File: src/rtl/pfx_pkg.sv
package pfx_pkg;
  localparam int NF = 11;
  localparam int F_LOCK  = 0;
  localparam int F_REP   = 1;
  localparam int F_REPNZ = 2;
  localparam int F_OPSZ  = 3;
  localparam int F_ADSZ  = 4;
  localparam int F_B     = 5;
  localparam int F_X     = 6;
  localparam int F_R     = 7;
  localparam int F_W     = 8;
  localparam int F_VEX   = 9;
  localparam int F_VEXL  = 10;

  typedef enum logic [3:0] {
    BC_OTHER, BC_SEG, BC_OPSZ, BC_ADSZ, BC_LOCK,
    BC_REP, BC_REPNZ, BC_REX, BC_VEX2, BC_VEX3
  } bclass_e;

  typedef struct packed {
    logic       r;
    logic       x;
    logic       b;
    logic       w;
    logic       l;
    logic [1:0] pp;
    logic [4:0] map;
    logic [3:0] vreg;
  } vex_f_t;

  function automatic logic [2:0] seg_code(input logic [7:0] v);
    case (v)
      8'h26:   seg_code = 3'd1;
      8'h2E:   seg_code = 3'd2;
      8'h3E:   seg_code = 3'd3;
      8'h64:   seg_code = 3'd4;
      8'h65:   seg_code = 3'd5;
      default: seg_code = 3'd0;
    endcase
  endfunction
endpackage

File: src/rtl/pfx_byte_class.sv
module pfx_byte_class
  import pfx_pkg::*;
(
  input  logic [7:0] byte_in,
  output bclass_e    cls
);
  always_comb begin
    unique case (byte_in) inside
      8'h26, 8'h2E, 8'h3E, 8'h64, 8'h65: cls = BC_SEG;
      8'h66:          cls = BC_OPSZ;
      8'h67:          cls = BC_ADSZ;
      8'hF0:          cls = BC_LOCK;
      8'hF3:          cls = BC_REP;
      8'hF2:          cls = BC_REPNZ;
      [8'h40:8'h4F]:  cls = BC_REX;
      8'hC5:          cls = BC_VEX2;
      8'hC4:          cls = BC_VEX3;
      default:        cls = BC_OTHER;
    endcase
  end
endmodule

File: src/rtl/pfx_walk.sv
module pfx_walk
  import pfx_pkg::*;
#(
  parameter int NB = 15,
  parameter int CW = $clog2(NB + 1)
)(
  input  logic                 mode64,
  input  logic [CW-1:0]        len,
  input  bclass_e [NB-1:0]     cls,
  input  logic [NB+1:0][7:0]   bw,
  output logic [CW-1:0]        cnt,
  output logic [2:0]           seg,
  output logic                 lock,
  output logic                 opsz,
  output logic                 adsz,
  output logic                 rep,
  output logic                 repnz,
  output logic [1:0]           mand_leg,
  output logic                 rex_hit,
  output logic [3:0]           rex_nib,
  output logic                 vex_hit,
  output logic                 vex_long,
  output logic [CW-1:0]        vex_at,
  output logic                 trunc
);
  logic active;

  always_comb begin
    active   = 1'b1;
    cnt      = '0;
    seg      = '0;
    lock     = 1'b0;
    opsz     = 1'b0;
    adsz     = 1'b0;
    rep      = 1'b0;
    repnz    = 1'b0;
    mand_leg = 2'd0;
    rex_hit  = 1'b0;
    rex_nib  = 4'd0;
    vex_hit  = 1'b0;
    vex_long = 1'b0;
    vex_at   = '0;
    trunc    = 1'b0;
    for (int i = 0; i < NB; i++) begin
      if (active) begin
        if (i >= int'(len)) begin
          active = 1'b0;                       // window end
        end else begin
          case (cls[i])
            BC_SEG:  begin seg  = seg_code(bw[i]); cnt = CW'(i + 1); end  // last wins
            BC_OPSZ: begin opsz = 1'b1; cnt = CW'(i + 1); end
            BC_ADSZ: begin adsz = 1'b1; cnt = CW'(i + 1); end
            BC_LOCK: begin lock = 1'b1; cnt = CW'(i + 1); end
            BC_REP: begin
              rep = 1'b1; repnz = 1'b0; mand_leg = 2'd2; cnt = CW'(i + 1);
            end
            BC_REPNZ: begin
              repnz = 1'b1; rep = 1'b0; mand_leg = 2'd3; cnt = CW'(i + 1);
            end
            BC_REX: begin
              if (mode64) begin
                rex_hit = 1'b1;
                rex_nib = bw[i][3:0];
                cnt     = CW'(i + 1);
              end
              active = 1'b0;
            end
            BC_VEX2, BC_VEX3: begin
              if (i + 1 >= int'(len))
                trunc = 1'b1;
              else if (!mode64 && bw[i+1][7:6] != 2'b11)
                trunc = 1'b0;
              else if (cls[i] == BC_VEX3 && i + 2 >= int'(len))
                trunc = 1'b1;
              else begin
                vex_hit  = 1'b1;
                vex_long = (cls[i] == BC_VEX3);
                vex_at   = CW'(i);
                cnt      = (cls[i] == BC_VEX3) ? CW'(i + 3) : CW'(i + 2);
              end
              active = 1'b0;
            end
            default: active = 1'b0;
          endcase
        end
      end
    end
  end
endmodule

File: src/rtl/pfx_vex_fields.sv
module pfx_vex_fields
  import pfx_pkg::*;
(
  input  logic       long_form,
  input  logic       mode64,
  input  logic [7:0] b1,
  input  logic [7:0] b2,
  output vex_f_t     f
);
  logic [7:0] last;

  always_comb begin
    last   = long_form ? b2 : b1;
    f.r    = ~b1[7];
    f.x    = long_form & ~b1[6];
    f.b    = long_form & mode64 & ~b1[5];   // B dropped in 32-bit
    f.w    = long_form & b2[7];
    f.l    = last[2];
    f.pp   = last[1:0];
    f.map  = long_form ? b1[4:0] : 5'd1;
    f.vreg = ~last[6:3];
  end
endmodule

File: src/rtl/pfx_scan_top.sv
module pfx_scan_top
  import pfx_pkg::*;
#(
  parameter int NB = 15,
  parameter int CW = $clog2(NB + 1)
)(
  input  logic            clk,
  input  logic            rst_n,
  input  logic            start,
  input  logic            mode64,
  input  logic [NB*8-1:0] win_bytes,
  input  logic [CW-1:0]   win_len,
  output logic            done,
  output logic [CW-1:0]   consumed,
  output logic [NF-1:0]   pfx_flags,
  output logic [2:0]      seg_sel,
  output logic [1:0]      mand_idx,
  output logic            map_valid,
  output logic [4:0]      map_sel,
  output logic [3:0]      vex_reg,
  output logic            trunc_err
);
  logic [NB+1:0][7:0] bw;
  bclass_e [NB-1:0]   cls;
  logic [CW-1:0]      len_c;

  always_comb begin
    bw = '0;
    for (int k = 0; k < NB; k++) bw[k] = win_bytes[8*k +: 8];
    len_c = (int'(win_len) > NB) ? CW'(NB) : win_len;
  end

  for (genvar g = 0; g < NB; g++) begin : g_cls
    pfx_byte_class u_cls (.byte_in(bw[g]), .cls(cls[g]));
  end

  logic [CW-1:0] w_cnt, w_vat;
  logic [2:0]    w_seg;
  logic          w_lock, w_opsz, w_adsz, w_rep, w_repnz;
  logic [1:0]    w_mand;
  logic          w_rex, w_vex, w_long, w_trunc;
  logic [3:0]    w_nib;

  pfx_walk #(.NB(NB), .CW(CW)) u_walk (
    .mode64(mode64), .len(len_c), .cls(cls), .bw(bw),
    .cnt(w_cnt), .seg(w_seg), .lock(w_lock), .opsz(w_opsz), .adsz(w_adsz),
    .rep(w_rep), .repnz(w_repnz), .mand_leg(w_mand),
    .rex_hit(w_rex), .rex_nib(w_nib), .vex_hit(w_vex), .vex_long(w_long),
    .vex_at(w_vat), .trunc(w_trunc)
  );

  logic [CW:0] i1, i2;
  logic [7:0]  vb1, vb2;
  vex_f_t      vf;

  always_comb begin
    i1  = {1'b0, w_vat} + (CW+1)'(1);
    i2  = {1'b0, w_vat} + (CW+1)'(2);
    vb1 = bw[i1];
    vb2 = bw[i2];
  end

  pfx_vex_fields u_vex (.long_form(w_long), .mode64(mode64), .b1(vb1), .b2(vb2), .f(vf));

  logic [NF-1:0] n_flags;
  logic [1:0]    n_mand;

  always_comb begin
    n_flags          = '0;
    n_flags[F_LOCK]  = w_lock;
    n_flags[F_REP]   = w_rep;
    n_flags[F_REPNZ] = w_repnz;
    n_flags[F_OPSZ]  = w_opsz;
    n_flags[F_ADSZ]  = w_adsz;
    n_flags[F_B]     = (w_rex & w_nib[0]) | (w_vex & vf.b);
    n_flags[F_X]     = (w_rex & w_nib[1]) | (w_vex & vf.x);
    n_flags[F_R]     = (w_rex & w_nib[2]) | (w_vex & vf.r);
    n_flags[F_W]     = (w_rex & w_nib[3]) | (w_vex & vf.w);
    n_flags[F_VEX]   = w_vex;
    n_flags[F_VEXL]  = w_vex & vf.l;
    n_mand = w_vex ? vf.pp : w_mand;
    if (n_mand == 2'd0 && w_opsz) n_mand = 2'd1;
  end

  always_ff @(posedge clk or negedge rst_n) begin
    if (!rst_n) begin
      done      <= 1'b0;
      consumed  <= '0;
      pfx_flags <= '0;
      seg_sel   <= '0;
      mand_idx  <= '0;
      map_valid <= 1'b0;
      map_sel   <= '0;
      vex_reg   <= '0;
      trunc_err <= 1'b0;
    end else begin
      done <= start;
      if (start) begin
        consumed  <= w_cnt;
        pfx_flags <= n_flags;
        seg_sel   <= w_seg;
        mand_idx  <= n_mand;
        map_valid <= w_vex;
        map_sel   <= w_vex ? vf.map : 5'd0;
        vex_reg   <= w_vex ? vf.vreg : 4'd0;
        trunc_err <= w_trunc;
      end
    end
  end
endmodule

File: config.mk
export PLATFORM = sky130hd
export DESIGN_NAME = pfx_scan_top
export DESIGN_NICKNAME = d
export VERILOG_FILES = /design/src/rtl/pfx_pkg.sv /design/src/rtl/pfx_byte_class.sv /design/src/rtl/pfx_walk.sv /design/src/rtl/pfx_vex_fields.sv /design/src/rtl/pfx_scan_top.sv
export SDC_FILE = /design/constraint.sdc
export NUM_CORES = 1
export LEC_CHECK = 0
export CORE_ASPECT_RATIO = 1.75
export CORE_UTILIZATION = 39
export DETAILED_ROUTE_END_ITERATION = 10
export DONT_BUFFER_PORTS = 1
export PLACE_DENSITY = 0.55
export SLEW_MARGIN = 20
export SYNTH_ARGS = -nofsm -noshare
export SYNTH_HDL_FRONTEND = slang
export SYNTH_SLANG_ARGS = --single-unit
export TNS_END_PERCENT = 50
File: constraint.sdc
create_clock -name clk -period 0.97 [get_ports clk]
set_input_delay 0.097 -clock clk [delete_from_list [all_inputs] [get_ports clk]]
set_output_delay 0.097 -clock clk [all_outputs]
set_load 0.01 [all_outputs]
==> impl_metrics.toml, run 1 <==
[yosys]
post_synthesis_instance_area_um2 = 12200
number_of_enable_type_register_cells_in_the_synthesized_netlist = 0
synth_cells = 1809
post_synth_most_frequent_cells = "nand2_1, nor2_1, a21oi_1, nand3_1, o21ai_0"
synthesis.area_per_instance_um2 = 6.76
part_of_the_yosys_area_used_for_sequential_elements_pct = 6.35
share_of_flip_flops_with_an_asynchronous_set_or_reset_pct = 100
yosysTopAreaCellShare_pct = 6.91
yosys_warnings = 0
ys_seq_elements = 31
cell_with_the_most_instances_after_synthesis = "nand2_1"
yosys.area.top_type = "nand2_1"
synthDistinctLibCells = 130
mappedNetlistNets = 1939
synth_top_cells_by_area = "nand2_1, dfrtp_1, nor2_1"
top_reg_cell_synth = "dfrtp_1"

[outcome]
toolErrorMsg = "[ERROR GRT-0116] Global routing finished with congestion. Check the congestion regions in the DRC Viewer."
failed_stage = "global routing (5_1_grt)"
outcome = "did not finish"

[clock_network]
clockBufferDepth = 2
ctsHtreeMaxLevel = 2
clk_root_buffer_cell = "clkbuf_16"
cts_inserted_buffers = 5
cts_num_sinks = 31

[place]
place.port_buffers = 0
placedCellCount = 2760
gp_congestion = 1.14
dp_hpwl_um = 70600

[global_routing]
first_global_vias = 21300
grt_pass1_wl_um = 153000
grt_util_all_layers_pct = 64.8
grt_start_max_net_pins = 42
grt_overflow_total = 186

[die]
ios = 160
initial_utilization_pct = 39.6
dieWidth_um = 136
placementRows = 85
die_span_in_y_um = 236
==> per-layer routing <==
layer / global-route usage, % / GRT overflow
met5: 4.92 / 0
met4: 68.1 / 72
met3: 41.6 / 7
met2: 88.9 / 107
met1: 62.2 / 0
==> cells by family after synthesis <==
| family | after synthesis | synth area share (%) |
|---|---|---|
| AOI/OAI and AO/OA | 504 | 29.7 |
| xor gates and xnor gates | 9 | 0.768 |
| adders and majority gates | 2 | 0.205 |
| buffers and inverters | 157 | 6.25 |
| DFF | 31 | 6.35 |
| muxes | 88 | 10.2 |
| and+or+nand+nor | 1018 | 46.6 |
==> repair_timing <==
item                                    in CTS
pin swaps                                   26
endpoints found under the setup margin      30
gates resized for setup                     72
hold endpoints to repair                    50
hold buffers                                 5
setup buffers                               10
==> per-stage QoR <==
stage | util, % | hold WS (ps) | setup TNS [ps] | worst slack (ps) | cell area (um^2)
after CTS | 58.6 | 10.3 | -69140 | -2660 | 18100
after detailed placement | 56.8 | -198 | -85720 | -3230 | 17500
after global placement | 56.8 | -198 | -84960 | -3230 | 17500
after floorplan | - | -199 | -69140 | -2870 | 12500
==> run 2: changes to the inputs <==
--- a/config.mk
+++ b/config.mk
@@ -5,11 +5,10 @@
 export SDC_FILE = /design/constraint.sdc
 export NUM_CORES = 1
 export LEC_CHECK = 0
-export CORE_ASPECT_RATIO = 1.75
-export CORE_UTILIZATION = 39
+export CORE_UTILIZATION = 24
 export DETAILED_ROUTE_END_ITERATION = 10
 export DONT_BUFFER_PORTS = 1
-export PLACE_DENSITY = 0.55
+export PLACE_DENSITY_LB_ADDON = 0.15
 export SLEW_MARGIN = 20
 export SYNTH_ARGS = -nofsm -noshare
 export SYNTH_HDL_FRONTEND = slang
==> run 2 against run 1 <==
The flow now finishes, with violations (hold timing, setup timing). Synthesized area stayed put. Synthesized cell count stayed put.
==> impl_metrics.toml, run 2 <==
[setup_path]
setup.worst_path.start_class = "input pin"
cp_data_arrival_time_ps = 3880
timing.critical_path.max_delay_family = "simple AND/OR/NAND/NOR gates"
critPathCaptureType = "register"
crit_slowest_cell = "or4b_4"
crit_buf_inv = 2
slowest_cell_delay_on_critical_path_ps = 570
reg2reg_setup_slack_ps = 110
cp_data_required_time_ps = 1140
cells_along_the_critical_path = "and4bb_2, o2111a_1, buf_4, or3_1, nand3_4, or4_4, a21oi_4, or4b_4, ha_4, or3_4, a21boi_2, a22oi_2, nor4bb_4, or3_4, buf_4, nor2_4, a21oi_2"
timing.setup.critical_path_class = "input pin to register"
crit_fanout = 10

[clock_network]
clk-insertion-delay-late_ps = 280
clk_root_buffer_cell = "clkbuf_16"
cts_inserted_buffers = 5
ctsHtreeMaxLevel = 2
tritoncts = "done"
cts-hold-fix-buffers = 4
cts_num_sinks = 31
clk_pin_slew_worst_paths_ps = 50
clockBufferDepth = 2

[routing]
drt_pre_antenna_iters = 7
route.vias.total = 18400
initialDrtViolationCount = 1817
avgRoutedWirePerCell_um = 26.7
antenna_nets_post_route = 0
avgViaCountPerCell = 5.82
drc = 0
totalWireLength_um = 84500

[timing]
slew_violations = 0
max_freq_ghz = 0.270
worst_slack_ps = -2740
report.final.hold_viol_count = 10
final.period_utilization_pct = 382
rsz_0062_raised_after_global_routing = "true"
setup_violations = 30
finalHoldWorstSlack_ps = -157
worstMarginPinSlew_ps = 823
setup-tns-final_ps = -70400
layout_min_cycle_time_ps = 3710
timing.max_slew.rel_slack_pct = 43.7
worst_clock_skew_ps = 0

[global_routing]
grt_pass1_wl_um = 120000
grt_overflow_total = 0
first_global_vias = 17600
initial_antenna_violation_count = 4
grt_start_max_net_pins = 42
grt_util_all_layers_pct = 31.6

[power_and_ir_drop]
power.ir.vdd_worst_uv = 700
total_leakage_power_uw = 0.00846
pwr_density_cell_nw_per_um2 = 324

[place]
gp_congestion = 0.977
placedCellCount = 3076
place.port_buffers = 0
postPlaceCellArea_um2 = 18200
dp_hpwl_um = 69400

[yosys]
yosys_warnings = 0
synthesis.area_per_instance_um2 = 6.76
number_of_enable_type_register_cells_in_the_synthesized_netlist = 0
synth_cells = 1809
cell_with_the_most_instances_after_synthesis = "nand2_1"
post_synth_most_frequent_cells = "nand2_1, nor2_1, a21oi_1, nand3_1, o21ai_0"
synth_top_cells_by_area = "nand2_1, dfrtp_1, nor2_1"
yosys.area.top_type = "nand2_1"
mappedNetlistNets = 1939
yosysTopAreaCellShare_pct = 6.91
top_reg_cell_synth = "dfrtp_1"
ys_seq_elements = 31
post_synthesis_instance_area_um2 = 12200
synthDistinctLibCells = 130
part_of_the_yosys_area_used_for_sequential_elements_pct = 6.35
share_of_flip_flops_with_an_asynchronous_set_or_reset_pct = 100

[cells_and_area]
final_core_density_pct = 40.4
layoutNonFillerInstCount = 3160
insertedDiodeCount = 0
layout.cells.most_common_list = "buf_4, nand2_1, nor2_1, a21oi_1, nand3_1"
largest_register_ffs = 11
largest_register = "pfx_flags"
area_growth_syn_to_layout_pct = 65.8
num-nets-final = 2617
final_common_cell = "buf_4"
largest_registers = "pfx_flags (11), map_sel (5)"
layout.cell_area.non_filler_um2 = 20300
drive_gt1_share_pct = 44.1

[min_path]
hold_class = "input pin to register"

[outcome]
failed_checks = "hold timing, setup timing"
outcome = "finished with violations"

[die]
die_span_in_y_um = 228
ios = 160
dieWidth_um = 228
placeableCoreArea_um2 = 50200
placementRows = 82
initial_utilization_pct = 24.4
floorplan.die_area_um2 = 51800

[flow_run]
max_cap_viol_count = 0
==> run 2: kinds of logic (layout without fill, tap and decap cells) <==
family	after synthesis	count (layout)	share of synthesized area, %
and+or+nand+nor	1018	1018	46.6
AOI/OAI and AO/OA	504	504	29.7
buffers and inverters	157	836	6.25
muxes	88	88	10.2
DFF	31	31	6.35
xor gates and xnor gates	9	9	0.768
adders and majority gates	2	2	0.205
==> run 2: final timing paths <==
| check | startpoint | to | cells past startpoint |
|---|---|---|---|
| max reg2reg | pfx_flags[1] | pfx_flags[1] | 4 |
| min | start | done | 0 |
| min in group asynchronous | rst_n | vex_reg[0] | 2 |
| min reg2reg | map_sel[3] | map_sel[3] | 1 |
| max | win_bytes[51] | mand_idx[1] | 17 |
| max in group asynchronous | rst_n | seg_sel[1] | 2 |
==> run 2: report_power, final <==
group          internal, uW  switching (uW)  total, uW  leakage, uW
clock                  1280             614       1890    0.0000868
combinational          1660            1620       3280      0.00797
sequential             1350            48.0       1400     0.000405
==> run 2: layout make-up <==
class	count	area [um^2]
well taps	672	841
clock inverters	2	35.0
repair buffers	796	6480
fillers	5243	29900
multi-input cells	1621	11900
flip-flops and latches	31	776
clock buffers	6	139
inverters	32	120
==> run 2: metal layers <==
metal  track usage, %  vias to the layer above  share of wire (%)
met5                0                        -              0.013
met3             3.74                      102                7.9
met2             49.9                      866                 44
li1                 -                     8384                  -
met1             45.0                     9032                 45
met4             8.51                        2                3.1
==> run 2: timing repair <==
action,CTS,global route
pin swaps,51,55
endpoints found under the hold margin,46,10
buffers inserted,43,35
gates resized for setup,146,123
endpoints found under the setup margin,30,30
gates cloned,3,3
==> run 2: metrics by stage <==
step / setup slack, ps / total power (uW)
after global routing: -2800 / 6840
final: -2740 / 6570
after global placement: -3280 / 4430
after detailed placement: -3270 / 4440
after CTS: -2720 / 6470
after floorplan: -2870 / 3200
Power figures use the tool's default switching activity.
